$ cat config.mk
export PLATFORM = sky130hd
export DESIGN_NAME = pulse_token_phy
export DESIGN_NICKNAME = d
export VERILOG_FILES = /design/src/rtl/pt_pkg.sv /design/src/rtl/pt_deglitch.sv /design/src/rtl/pt_timeout.sv /design/src/rtl/pt_tx.sv /design/src/rtl/pulse_token_phy.sv
export SDC_FILE = /design/constraint.sdc
export NUM_CORES = 1
export LEC_CHECK = 0
export ABC_AREA = 1
export BUFFER_PORTS_ARGS = -buffer_cell sky130_fd_sc_hd__buf_4
export CAP_MARGIN = 20
export CORE_MARGIN = 2
export CORE_UTILIZATION = 50
export CTS_BUF_LIST = sky130_fd_sc_hd__clkbuf_4 sky130_fd_sc_hd__clkbuf_8
export DETAILED_ROUTE_END_ITERATION = 7
export PLACE_DENSITY = 0.77
export SLEW_MARGIN = 25
export SYNTH_ARGS = -nofsm -noshare
export SYNTH_HDL_FRONTEND = slang
export SYNTH_SLANG_ARGS = --single-unit
$ cat constraint.sdc
create_clock -name clk -period 2.15 [get_ports clk]
set_clock_uncertainty 0.1 [all_clocks]
set_input_delay 0.43 -clock clk [delete_from_list [all_inputs] [get_ports clk]]
set_output_delay 0.43 -clock clk [all_outputs]
set_load 0.05 [all_outputs]
$ cat src/rtl/pt_pkg.sv
package pt_pkg;

    typedef enum logic [2:0] {
        ST_SLEEP,
        ST_WAKE_LOW,
        ST_WAKE_WAIT,
        ST_IDLE,
        ST_RX_WIN,
        ST_BAD,
        ST_TX
    } pt_state_e;

endpackage

$ cat src/rtl/pt_deglitch.sv
// Accepts a new line level only after it has differed from the current
// filtered level for len consecutive ticks.
module pt_deglitch #(
    parameter int MAX_LEN = 4
) (
    input  logic                         clk,
    input  logic                         rst_n,
    input  logic                         tick,
    input  logic                         raw,
    input  logic [$clog2(MAX_LEN+1)-1:0] len,
    output logic                         filt
);
    localparam int LW = $clog2(MAX_LEN + 1);

    logic [LW-1:0] run_q;

    always_ff @(posedge clk or negedge rst_n) begin
        if (!rst_n) begin
            filt  <= 1'b1;
            run_q <= '0;
        end else if (tick) begin
            if (raw == filt) begin
                run_q <= '0;
            end else if (LW'(run_q + 1'b1) >= len) begin
                filt  <= raw;
                run_q <= '0;
            end else begin
                run_q <= run_q + 1'b1;
            end
        end
    end

endmodule

$ cat src/rtl/pt_timeout.sv
// Saturating inactivity counter; expired stays high until cleared.
module pt_timeout #(
    parameter int LIMIT = 60
) (
    input  logic clk,
    input  logic rst_n,
    input  logic tick,
    input  logic en,
    input  logic clr,
    output logic expired
);
    localparam int TW = $clog2(LIMIT + 1);

    logic [TW-1:0] cnt_q;

    always_ff @(posedge clk or negedge rst_n) begin
        if (!rst_n) begin
            cnt_q <= '0;
        end else if (clr) begin
            cnt_q <= '0;
        end else if (tick && en && (cnt_q != TW'(LIMIT))) begin
            cnt_q <= cnt_q + 1'b1;
        end
    end

    assign expired = (cnt_q == TW'(LIMIT));

endmodule

$ cat src/rtl/pt_tx.sv
// Generates one outgoing token; only ever asks for the line to be pulled low.
module pt_tx #(
    parameter int PULSE  = 3,
    parameter int PERIOD = 20
) (
    input  logic clk,
    input  logic rst_n,
    input  logic tick,
    input  logic start,
    input  logic bit_in,
    input  logic abort,
    output logic pull,
    output logic done
);
    localparam int CW = $clog2(PERIOD);

    logic          busy_q;
    logic          bit_q;
    logic [CW-1:0] cnt_q;
    logic          last;

    assign last = (cnt_q == CW'(PERIOD - 1));

    always_ff @(posedge clk or negedge rst_n) begin
        if (!rst_n) begin
            busy_q <= 1'b0;
            bit_q  <= 1'b1;
            cnt_q  <= '0;
        end else if (abort) begin
            busy_q <= 1'b0;
            cnt_q  <= '0;
        end else if (start) begin
            busy_q <= 1'b1;
            bit_q  <= bit_in;
            cnt_q  <= '0;
        end else if (busy_q && tick) begin
            if (last) begin
                busy_q <= 1'b0;
                cnt_q  <= '0;
            end else begin
                cnt_q <= cnt_q + 1'b1;
            end
        end
    end

    assign pull = busy_q && ((cnt_q < CW'(PULSE)) ||
                  (!bit_q && (cnt_q >= CW'(2 * PULSE)) && (cnt_q < CW'(3 * PULSE))));
    assign done = busy_q && tick && !abort && last;

endmodule

$ cat src/rtl/pulse_token_phy.sv
module pulse_token_phy #(
    parameter int GLITCH_ACT   = 2,
    parameter int GLITCH_SLP   = 4,
    parameter int WAKE_LOW     = 8,
    parameter int WAKE_DELAY   = 20,
    parameter int RX_WINDOW    = 16,
    parameter int ZERO_LOW_MAX = 6,
    parameter int TIMEOUT      = 60,
    parameter int TX_PULSE     = 3,
    parameter int TX_PERIOD    = 20
) (
    input  logic clk,
    input  logic rst_n,
    input  logic tick,
    input  logic line_in,
    output logic pull_low,
    output logic rx_bit,
    output logic rx_valid,
    output logic wake_pulse,
    input  logic tx_bit,
    input  logic tx_req,
    output logic tx_ack,
    input  logic sleep_req,
    output logic link_awake
);
    import pt_pkg::*;

    localparam int GMAX  = (GLITCH_SLP > GLITCH_ACT) ? GLITCH_SLP : GLITCH_ACT;
    localparam int GW    = $clog2(GMAX + 1);
    localparam int PMAX0 = (WAKE_LOW > WAKE_DELAY) ? WAKE_LOW : WAKE_DELAY;
    localparam int PMAX  = (PMAX0 > RX_WINDOW) ? PMAX0 : RX_WINDOW;
    localparam int PCW   = $clog2(PMAX + 1);
    localparam int LRMAX = ZERO_LOW_MAX + 1;
    localparam int LRW   = $clog2(LRMAX + 1);

    pt_state_e      state_q, state_d;
    logic [PCW-1:0] cnt_q, cnt_d;
    logic [LRW-1:0] low_q, low_d, low_nx;
    logic [1:0]     edge_q, edge_d, edge_nx;
    logic           filt, filt_prev, fall;
    logic           expired, timer_en, timer_clr;
    logic           tx_start, tx_done, tx_pull;
    logic           asleep, malformed, win_end, wake_ok;
    logic [GW-1:0]  flt_len;

    assign asleep  = (state_q == ST_SLEEP) || (state_q == ST_WAKE_LOW);
    assign flt_len = asleep ? GW'(GLITCH_SLP) : GW'(GLITCH_ACT);

    pt_deglitch #(.MAX_LEN(GMAX)) u_flt (
        .clk(clk), .rst_n(rst_n), .tick(tick), .raw(line_in),
        .len(flt_len), .filt(filt)
    );

    always_ff @(posedge clk or negedge rst_n) begin
        if (!rst_n)    filt_prev <= 1'b1;
        else if (tick) filt_prev <= filt;
    end
    assign fall = filt_prev && !filt;

    assign low_nx    = filt ? '0 : ((low_q == LRW'(LRMAX)) ? low_q : low_q + 1'b1);
    assign edge_nx   = (edge_q == 2'd3) ? edge_q : edge_q + {1'b0, fall};
    assign malformed = (low_nx > LRW'(ZERO_LOW_MAX)) || (edge_nx > 2'd2);
    assign win_end   = (cnt_q == PCW'(RX_WINDOW - 1));
    assign wake_ok   = (cnt_q >= PCW'(WAKE_LOW));

    assign timer_en  = (state_q == ST_IDLE) || (state_q == ST_RX_WIN) || (state_q == ST_BAD);
    assign timer_clr = rx_valid || tx_done || asleep || (state_q == ST_WAKE_WAIT);

    pt_timeout #(.LIMIT(TIMEOUT)) u_tmo (
        .clk(clk), .rst_n(rst_n), .tick(tick), .en(timer_en),
        .clr(timer_clr), .expired(expired)
    );

    pt_tx #(.PULSE(TX_PULSE), .PERIOD(TX_PERIOD)) u_tx (
        .clk(clk), .rst_n(rst_n), .tick(tick), .start(tx_start),
        .bit_in(tx_bit), .abort(sleep_req), .pull(tx_pull), .done(tx_done)
    );

    // state register
    always_ff @(posedge clk or negedge rst_n) begin
        if (!rst_n) begin
            state_q <= ST_SLEEP;
            cnt_q   <= '0;
            low_q   <= '0;
            edge_q  <= '0;
        end else begin
            state_q <= state_d;
            cnt_q   <= cnt_d;
            low_q   <= low_d;
            edge_q  <= edge_d;
        end
    end

    // next state
    always_comb begin
        state_d = state_q;
        cnt_d   = cnt_q;
        low_d   = low_q;
        edge_d  = edge_q;
        if (sleep_req) begin
            state_d = ST_SLEEP;
            cnt_d   = '0;
        end else if (tick) begin
            unique case (state_q)
                ST_SLEEP: begin
                    if (!filt) begin
                        state_d = ST_WAKE_LOW;
                        cnt_d   = PCW'(1);
                    end
                end
                ST_WAKE_LOW: begin
                    if (filt) begin
                        state_d = wake_ok ? ST_WAKE_WAIT : ST_SLEEP;
                        cnt_d   = '0;
                    end else if (!wake_ok) begin
                        cnt_d = cnt_q + 1'b1;
                    end
                end
                ST_WAKE_WAIT: begin
                    if (cnt_q == PCW'(WAKE_DELAY - 1)) begin
                        state_d = ST_IDLE;
                        cnt_d   = '0;
                    end else begin
                        cnt_d = cnt_q + 1'b1;
                    end
                end
                ST_IDLE: begin
                    if (expired) begin
                        state_d = ST_SLEEP;
                    end else if (fall) begin
                        state_d = ST_RX_WIN;
                        cnt_d   = '0;
                        low_d   = LRW'(1);
                        edge_d  = 2'd1;
                    end else if (tx_req) begin
                        state_d = ST_TX;
                    end
                end
                ST_RX_WIN: begin
                    low_d  = low_nx;
                    edge_d = edge_nx;
                    cnt_d  = cnt_q + 1'b1;
                    if (expired)        state_d = ST_SLEEP;
                    else if (malformed) state_d = ST_BAD;
                    else if (win_end)   state_d = ST_IDLE;
                end
                ST_BAD: begin
                    if (expired) state_d = ST_SLEEP;
                end
                ST_TX: begin
                    if (tx_done) state_d = ST_IDLE;
                end
                default: state_d = ST_SLEEP;
            endcase
        end
    end

    // outputs
    always_comb begin
        rx_valid   = 1'b0;
        wake_pulse = 1'b0;
        tx_start   = 1'b0;
        if (tick && !sleep_req) begin
            unique case (state_q)
                ST_WAKE_LOW: wake_pulse = filt && wake_ok;
                ST_IDLE:     tx_start   = !expired && !fall && tx_req;
                ST_RX_WIN:   rx_valid   = !expired && !malformed && win_end;
                default:     ;
            endcase
        end
        rx_bit     = (edge_nx == 2'd1);
        tx_ack     = tx_done;
        pull_low   = tx_pull;
        link_awake = !asleep;
    end

endmodule

==> summary.md <==
| Metric | Value |
|---|---|
| Pin count of the biggest net entering global routing | `32` |
| Most used routing layer | `met2` |
| Tot GR Track Use | `around 23%` |
| Fin. max-slew vios | `0` |
| Die area | `between 0.005 and 0.006 sq mm` |
| Number of global-route vias before repair | `slightly above 2000` |
| Crit path time final | `roughly 2.4 ns` |
| Share of cells above drive strength 1 | `30.8%` |
| Req. time, crit path | `~1.6 ns` |
| Final HPWL DP | `roughly 3800 um` |
| # DRC | `0` |
| Via Count | `about 2200` |
| CP endpoint kind | `output pin` |
| Multi-input logic area | `around 0.0015 sq mm` |
| Register-to-Register Path Depth | `11` |
| Pre-antenna DRT Iters | `5` |
| F_max | `slightly above 400 MHz` |
| Met2 usage | `~36%` |
| Global-route wire length before repair | `9280 um` |
| CTS Sinks | `31` |
| Final setup TNS | `-0.445 ns` |
| Setup Crit Path Kind | `flip-flop to output pin` |
| CTS tree | `built` |
| Seq/Total Area, Yosys | `roughly a third` |
| Antenna Nets Post-Route | `0` |
| Violated checks | `negative setup slack` |
| Synth Area per Inst | `7.62 sq um` |
| Vias per cell | `between 5 and 6` |
| Power per cell area | `about 680 mW/mm^2` |
| Initial antenna violation count | `0` |
| Layout fillers | `between 300 and 400` |
| P&R area growth vs syn | `26.9%` |
| CTS H-tree depth | `2` |
| First DRT Iteration DRCs | `roughly 150` |
| Remaining Overflow, GRT | `0` |
| Final Wtd Congestion | `approximately 0.92` |
| Register clock-pin slew on the reported worst setup and hold paths | `~0.070 ns` |
| NumNets Final | `about 360` |
| Worst IR drop on VDD | `between 0.0006 and 0.0007 V` |
| Cell area after placement | `between 0.002 and 0.003 sq mm` |
| Crit start category | `flip-flop` |
| Cell area after synthesis | `between 0.002 and 0.0025 sq mm` |
| Max_cap viols | `0` |
| Unrepaired setup endpoints after global routing | `yes` |
| # rows | `24` |
| Met1 Resource Use GR | `31.0%` |
| Final Worst Setup Slack | `-0.285 ns` |
| CTS Buf Count | `5` |
| Leakage | `roughly 1.4 nW` |
| Die Wd | `71.8 um` |
| Final Routed Wirelength | `5760 um` |
| Most common cell after layout, fill and taps aside | `nand2_1` |
| Normalized max-slew margin | `64.9%` |
| Number of I/O port buffers | `12` |
| Syn_nets | `approximately 320` |
| Final setup viols | `2` |
| Die H | `71.8 um` |
| Warnings, synthesis | `0` |
| # IOs | `13` |
| WHS Path Cells | `3` |
| Core Box Area | `around 0.0044 sq mm` |
| Hold_sp | `tx_bit` |
| Critical Path Fanout Max | `3` |
| Reg2Reg Launch Point | `state_q[2]` |
| Register area | `just under 800 sq um` |
| Reg2reg end | `u_flt.run_q[1]` |
| Initial Util | `a little over half` |
| Root Buffer | `clkbuf_8` |
| Total power | `slightly below 2 mW` |
| Mapped Cells | `a little over 300` |
| Clock latency on the worst-skew pair | `about 0.28 ns` |
| Final core occ | `66.6%` |
| Worst Hold Class | `primary input to flip-flop` |
| Worst Path Arrival | `roughly 1.9 ns` |
| Register bit total from synthesis | `31` |
| Design area | `about 0.0029 sq mm` |
| Longest Clk Path Bufs | `2` |
| Slew at the pin with the worst max-slew slack | `around 0.52 ns` |
| Status | `finished, violations left` |
| Min-Delay Endpoint | `u_tx.bit_q` |
| Global Route met3 Usage | `4.22%` |
| Final Hold Fails | `0` |
| Most frequent cells in the layout | `61 x nand2_1, 32 x inv_1, 31 x nand3_1, 29 x buf_4, 26 x dfrtp_1` |
| ANT cells | `0` |
| R2R setup slack | `about 0.08 ns` |
| Fraction of the cycle the final worst path needs | `113%` |
| Library cells used by synthesis | `43` |
| DR WL/cell | `14.5 um` |
what timing repair did:
item	in CTS	in global routing
setup buffers	3	6
endpoints found under the setup margin	3	8
hold buffers	1	0
hold endpoints to repair	28	0
resized for setup	12	24
pin swaps	1	5
worst max-delay path by stage:
stage | from | to | slack (ns) | cells past startpoint
global placement | filt_prev | rx_valid | -0.0005 | 10
detailed placement | filt_prev | rx_valid | -0.04 | 10
global route | filt_prev | rx_valid | -0.39 | 10
CTS | filt_prev | rx_valid | -0.29 | 10
finish | filt_prev | rx_valid | -0.29 | 10
floorplan | u_flt.filt | rx_valid | -0.03 | 9
state kept, by name, indices dropped and copies added (netlist names):
signal,flops
u_flt.run_q,3
u_tx.bit_q,1
u_tmo.cnt_q,6
low_q,3
state_q,3
edge_q,2
filt_prev,1
u_tx.busy_q,1
cnt_q,5
u_flt.filt,1
u_tx.cnt_q,5
stage by stage:
| stage | hold slack, ns | setup WS [ns] | cells |
|---|---|---|---|
| after detailed placement | 0.295 | -0.0445 | 378 |
| after global placement | 0.289 | -0.000495 | 378 |
| final | 0.293 | -0.285 | 396 |
| after floorplan | 0.0344 | -0.0295 | 302 |
| after CTS | 0.289 | -0.291 | 390 |
| after global routing | 0.324 | -0.386 | 396 |
layout make-up:
cell class | count | share of cell area (%)
inverters | 45 | 6.21
flip-flops and latches | 31 | 26.8
multi-input cells | 223 | 50.1
clock inverters | 2 | 1.20
clock buffers | 6 | 2.83
repair buffers | 37 | 10.6
well taps | 52 | 2.23
synthesized netlist by cell type:
library cell / n / share of area, %
nor3_2: 1 / 0.44
a21o_1: 1 / 0.33
nand2_4: 1 / 0.49
a21boi_4: 1 / 0.82
nand2_2: 5 / 1.4
o211ai_1: 2 / 0.65
nor4_1: 1 / 0.27
xnor2_1: 4 / 1.5
nand4_1: 11 / 3.0
a22o_1: 1 / 0.38
nor3b_1: 1 / 0.33
o21ai_0: 18 / 3.9
nand3_1: 32 / 7.0
a22oi_1: 1 / 0.33
nor2_1: 26 / 4.2
ha_1: 12 / 6.5
nand3_2: 5 / 2.2
a21boi_0: 1 / 0.33
nor2_8: 1 / 0.87
nor2_2: 7 / 1.9
nor2_4: 4 / 2.0
a2111oi_0: 1 / 0.38
buf_4: 1 / 0.33
nand2_1: 65 / 11
buf_2: 2 / 0.44
xor2_1: 7 / 2.7
dfrtp_1: 28 / 30
inv_2: 3 / 0.49
o21ai_1: 1 / 0.22
o22a_1: 1 / 0.38
dfstp_2: 3 / 3.4
nor3_1: 2 / 0.44
clkinv_1: 2 / 0.33
o22ai_2: 1 / 0.54
a211o_1: 1 / 0.38
inv_4: 1 / 0.27
nand3b_4: 1 / 0.87
nor3_4: 1 / 0.71
a21oi_1: 3 / 0.65
a31oi_1: 1 / 0.27
nand3_4: 1 / 0.76
or2_2: 1 / 0.27
inv_1: 39 / 6.4
kinds of logic after synthesis:
family,count (synthesis),synth area share [%]
AOI/OAI and AO/OA,34,9.57
adders and majority gates,12,6.53
buffers and inverters,48,8.21
DFF,31,33.9
and+or+nand+nor,166,37.6
xor gates and xnor gates,11,4.19
report_power, final:
group / leakage (nW) / switching (mW) / internal, mW
combinational: 0.980 / 0.423 / 0.270
sequential: 0.406 / 0.0430 / 0.641
clock: 0.0612 / 0.233 / 0.375
metal layers:
| layer | vias up | part of all wire (%) | wire [um] |
|---|---|---|---|
| met3 | 21 | 6.9 | 398 |
| met2 | 91 | 49 | 2800 |
| met4 | 0 | 2.4 | 140 |
| li1 | 1072 | - | - |
| met5 | - | 0 | 0 |
| met1 | 1017 | 42 | 2420 |
critical path, cell delays in order (launching register included):
cell	delay (ns)
dfstp_2	0.53
inv_2	0.04
nor2_4	0.11
ha_4	0.21
or2_4	0.24
nand2_4	0.07
nand3_2	0.07
clkinv_2	0.07
nand3_4	0.07
clkinvlp_4	0.09
buf_8	0.13
(Power assumes the default switching activity.)
